## config.mk

```make
export PLATFORM = sky130hd
export DESIGN_NAME = alu_ripple
export DESIGN_NICKNAME = d
export VERILOG_FILES = /design/src/rtl/alu_ripple_pkg.sv /design/src/rtl/alu_ripple_dec.sv /design/src/rtl/alu_ripple_cell.sv /design/src/rtl/alu_ripple.sv
export SDC_FILE = /design/constraint.sdc
export NUM_CORES = 1
export LEC_CHECK = 0
export BUFFER_PORTS_ARGS = -buffer_cell sky130_fd_sc_hd__buf_2
export CAP_MARGIN = 20
export CORE_MARGIN = 2
export CORE_UTILIZATION = 58
export DETAILED_ROUTE_END_ITERATION = 16
export GPL_TIMING_DRIVEN = 1
export PLACE_DENSITY = 0.95
export SETUP_SLACK_MARGIN = 0.15
export SLEW_MARGIN = 40
export SYNTH_ARGS = -nofsm -noshare
export SYNTH_HDL_FRONTEND = slang
export SYNTH_SLANG_ARGS = --single-unit
```

## constraint.sdc

```tcl
create_clock -name vclk -period 6.4
set_input_delay 1.28 -clock vclk [all_inputs]
set_output_delay 1.28 -clock vclk [all_outputs]
set_load 0.01 [all_outputs]
```

## src/rtl/alu_ripple_pkg.sv

```systemverilog
package alu_ripple_pkg;
  localparam int FUNC_W = 3;

  typedef enum logic [FUNC_W-1:0] {
    FN_ADD = 3'd0,
    FN_SUB = 3'd1,
    FN_XOR = 3'd2,
    FN_AND = 3'd3,
    FN_OR  = 3'd4,
    FN_ASR = 3'd5,
    FN_Z6  = 3'd6,
    FN_Z7  = 3'd7
  } func_e;

  // Shared control lines fanned out to every cell.
  typedef struct packed {
    logic b_flip;    // invert operand b
    logic no_carry;  // carry excluded from result and chain
    logic and_sel;   // first stage performs nand instead of xnor
    logic sum_off;   // sum/xor/and path forced low
    logic or_off;    // nor-based or path forced low
    logic shift_en;  // take the neighbour's a bit
  } cell_ctl_t;
endpackage

```

## src/rtl/alu_ripple_dec.sv

```systemverilog
module alu_ripple_dec
  import alu_ripple_pkg::*;
(
  input  logic [FUNC_W-1:0] func_sel,
  input  logic              carry_in,
  output cell_ctl_t         ctl,
  output logic              cin0
);
  always_comb begin
    ctl = '{b_flip: 1'b0, no_carry: 1'b1, and_sel: 1'b0,
            sum_off: 1'b1, or_off: 1'b1, shift_en: 1'b0};
    cin0 = 1'b0;
    unique case (func_e'(func_sel))
      FN_ADD: begin
        ctl.no_carry = 1'b0;
        ctl.sum_off  = 1'b0;
        cin0         = carry_in;
      end
      FN_SUB: begin
        ctl.no_carry = 1'b0;
        ctl.sum_off  = 1'b0;
        ctl.b_flip   = 1'b1;
        cin0         = 1'b1;
      end
      FN_XOR: ctl.sum_off = 1'b0;
      FN_AND: begin
        ctl.sum_off = 1'b0;
        ctl.and_sel = 1'b1;
      end
      FN_OR:  ctl.or_off   = 1'b0;
      FN_ASR: ctl.shift_en = 1'b1;
      default: ;
    endcase
  end
endmodule

```

## src/rtl/alu_ripple_cell.sv

```systemverilog
module alu_ripple_cell
  import alu_ripple_pkg::*;
(
  input  logic      a,
  input  logic      b,
  input  logic      a_up,
  input  logic      cin,
  input  cell_ctl_t ctl,
  output logic      r,
  output logic      cout
);
  logic bx;
  logic stage1_n;
  logic half;
  logic sum_path;
  logic or_path;
  logic sh_path;
  logic carry_raw;

  always_comb begin
    bx        = b ^ ctl.b_flip;
    // first stage: xnor, or nand when and_sel is high
    stage1_n  = ctl.and_sel ? ~(a & bx) : ~(a ^ bx);
    half      = ~stage1_n;
    carry_raw = (a & bx) | (cin & (a ^ bx));
    cout      = ctl.no_carry ? 1'b0 : carry_raw;
    sum_path  = ctl.sum_off ? 1'b0 : (ctl.no_carry ? half : (half ^ cin));
    or_path   = ctl.or_off ? 1'b0 : ~(~(a | b));
    sh_path   = ctl.shift_en ? a_up : 1'b0;
    r         = sum_path | or_path | sh_path;
  end
endmodule

```

## src/rtl/alu_ripple.sv

```systemverilog
module alu_ripple
  import alu_ripple_pkg::*;
#(
  parameter int WIDTH = 8
) (
  input  logic [WIDTH-1:0]  opnd_a,
  input  logic [WIDTH-1:0]  opnd_b,
  input  logic              carry_in,
  input  logic [FUNC_W-1:0] func_sel,
  output logic [WIDTH-1:0]  result,
  output logic              carry_out
);
  localparam int TOP = WIDTH - 1;

  cell_ctl_t      ctl;
  logic           cin0;
  logic [WIDTH:0] chain;
  logic [WIDTH-1:0] upper;

  alu_ripple_dec u_dec (
    .func_sel (func_sel),
    .carry_in (carry_in),
    .ctl      (ctl),
    .cin0     (cin0)
  );

  assign chain[0] = cin0;

  generate
    for (genvar i = 0; i < WIDTH; i++) begin : g_cell
      if (i == TOP) begin : g_msb
        assign upper[i] = opnd_a[i];  // sign is kept
      end else begin : g_mid
        assign upper[i] = opnd_a[i+1];
      end
      alu_ripple_cell u_cell (
        .a    (opnd_a[i]),
        .b    (opnd_b[i]),
        .a_up (upper[i]),
        .cin  (chain[i]),
        .ctl  (ctl),
        .r    (result[i]),
        .cout (chain[i+1])
      );
    end
  endgenerate

  assign carry_out = chain[WIDTH] | (ctl.shift_en & opnd_a[0]);
endmodule

```

==> flow_metrics.tcl <==
set metrics [dict create \
    dp_slack_ns 1.23 \
    critPathMaxFanout 11 \
    fin_crit_ns 5.20 \
    routed_wl_mm 2.18 \
    synth_cell_types 38 \
    start_util 0.634 \
    ys_seq_area_frac 0 \
    fmax_mhz 192 \
    cp.arrival_ns 3.92 \
    synthesis.area_um2 836 \
    layout_commonest_cell "buf_2" \
    core-area_mm2 0.00132 \
    max_cap_violations 0 \
    antenna_found_initial 0 \
    hold_violations 0 \
    power.share.clock 0 \
    grt_pass1_wl_mm 3.74 \
    crit_type "input port to primary output" \
    dr.pass1.iters 4 \
    power_leakage_nw 0.451 \
    slew_headroom 0.645 \
    swShare 0.577 \
    ant_nets 0 \
    synth_warnings 0 \
    drive_above_1_share 0.269 \
    cp.required_ns 5.12 \
    cts_resized 0 \
    holdWs_ns 2.95 \
    drtIter0Drc 33 \
    synthCells 113 \
    post-place-cells 145 \
    fin_area_um2 918 \
    p_per_area_mw_per_mm2 103 \
    drc 0 \
    p_comb_frac 1.000 \
    boundaryPins 29 \
    power_frac_seq 0 \
    final_cell_mix "buf_2 (29), xor2_1 (12), mux2i_1 (8), o21ai_0 (8), ha_1 (8)" \
    seq_cell_count 0 \
    vias_per_cell 6.48 \
    p_sw_mw 0.0548 \
    syn_nets 141 \
    dp_hpwl_mm 1.78 \
    tightest_slew_ns 0.531 \
    dpl_cell_area_um2 918 \
    grt_pass1_vias 853 \
    overflow 0 \
    end_kind "primary output" \
    seq_area_um2 0 \
    power_mw 0.0950 \
    synthToLayoutAreaGrowth_pct 9.88 \
    layout.nets 160 \
    setup_tns_ns 0 \
    hold_buffers 0 \
    syn_area_per_cell_um2 7.40 \
    antenna_cells 0 \
    rsz0062_at_grt "no" \
    hold_path_depth 4 \
    status "finished clean" \
    postCtsSetupBuffers 0 \
    via_count 940 \
    worstHoldPathType "input port to primary output" \
    wl_per_cell_um 15.1 \
    period_share 0.813 \
    p_int_mw 0.0402 \
    rows 13 \
    die-area_mm2 0.00176 \
    fin_ws_ns 1.20 \
    instances_no_fill 145 \
    grt_max_degree 18 \
    gp_congestion 0.986 \
    die_w_um 42.0 \
    setup_viol 0 \
    cp-start-kind "input port" \
    grt_usage 0.255 \
    die_h_um 42.0 \
    irDropWorstVdd_mv 0.0594 \
    nClkBuffers 0 \
    io_buffers 29 \
    fin_util 0.697 \
    finalMaxSlewViolations 0 \
]
==> worst max-delay path, cell delays in order <==
cell	delay (ns)
buf_2	0.17
inv_1	0.17
nand2_1	0.13
nor2_2	0.43
xor2_1	0.14
ha_1	0.41
o211a_4	0.21
o2111ai_4	0.16
a2111oi_4	0.37
mux2i_1	0.23
o21ai_1	0.07
buf_2	0.14
==> synth_stat cells, types with 2 or more instances <==
library cell  instances  area, um^2
a211oi_1              2        15.0
a21o_1                2        15.0
a21oi_1               6        30.0
a31oi_1               2        12.5
buf_2                 2        10.0
buf_4                 9        67.6
ha_1                  8         100
inv_1                 6        22.5
mux2i_1               8        80.1
nand2_1               4        15.0
nor2_1                7        26.3
nor3_1                2        10.0
o211ai_1              3        22.5
o21ai_0               8        40.0
o21ai_1               4        20.0
o221ai_1              2        17.5
o22ai_1               3        18.8
or3_1                 4        25.0
xor2_1               12         105
==> layout make-up <==
type	count	area, um^2
Tap cell	15	18.8
Multi-Input combinational cell	94	728
Fill cell	125	399
Inverter	7	26.3
Timing Repair Buffer	29	145
==> metal layers <==
layer	share of wire	track usage	vias up	wire, um
met2	0.48	0.434	44	1050
met5	0	0	-	0
met3	0.074	0.0217	2	161
li1	-	-	453	-
met4	0.0055	0.0323	0	12
met1	0.44	0.354	441	962
==> power by group through the flow <==
| stage | sequential [mW] | combinational [mW] | clock (mW) |
|---|---|---|---|
| floorplan | 0 | 0.0770 | 0 |
| global placement | 0 | 0.0902 | 0 |
| detailed placement | 0 | 0.0936 | 0 |
| CTS | 0 | 0.0941 | 0 |
| global route | 0 | 0.104 | 0 |
| finish | 0 | 0.0950 | 0 |
==> cells by family after synthesis <==
logic type      share of synthesized area
buf+inv                             0.129
fa+ha+maj                           0.120
xor+xnor                            0.126
simple gates                        0.151
mux                                 0.109
compound gates                      0.365
==> worst paths after layout <==
| kind | start | slack (ns) | end |
|---|---|---|---|
| worst min-delay path | opnd_a[2] | 2.95 | result[1] |
| worst max-delay path | func_sel[2] | 1.20 | result[7] |
Power figures use the tool's default switching activity.
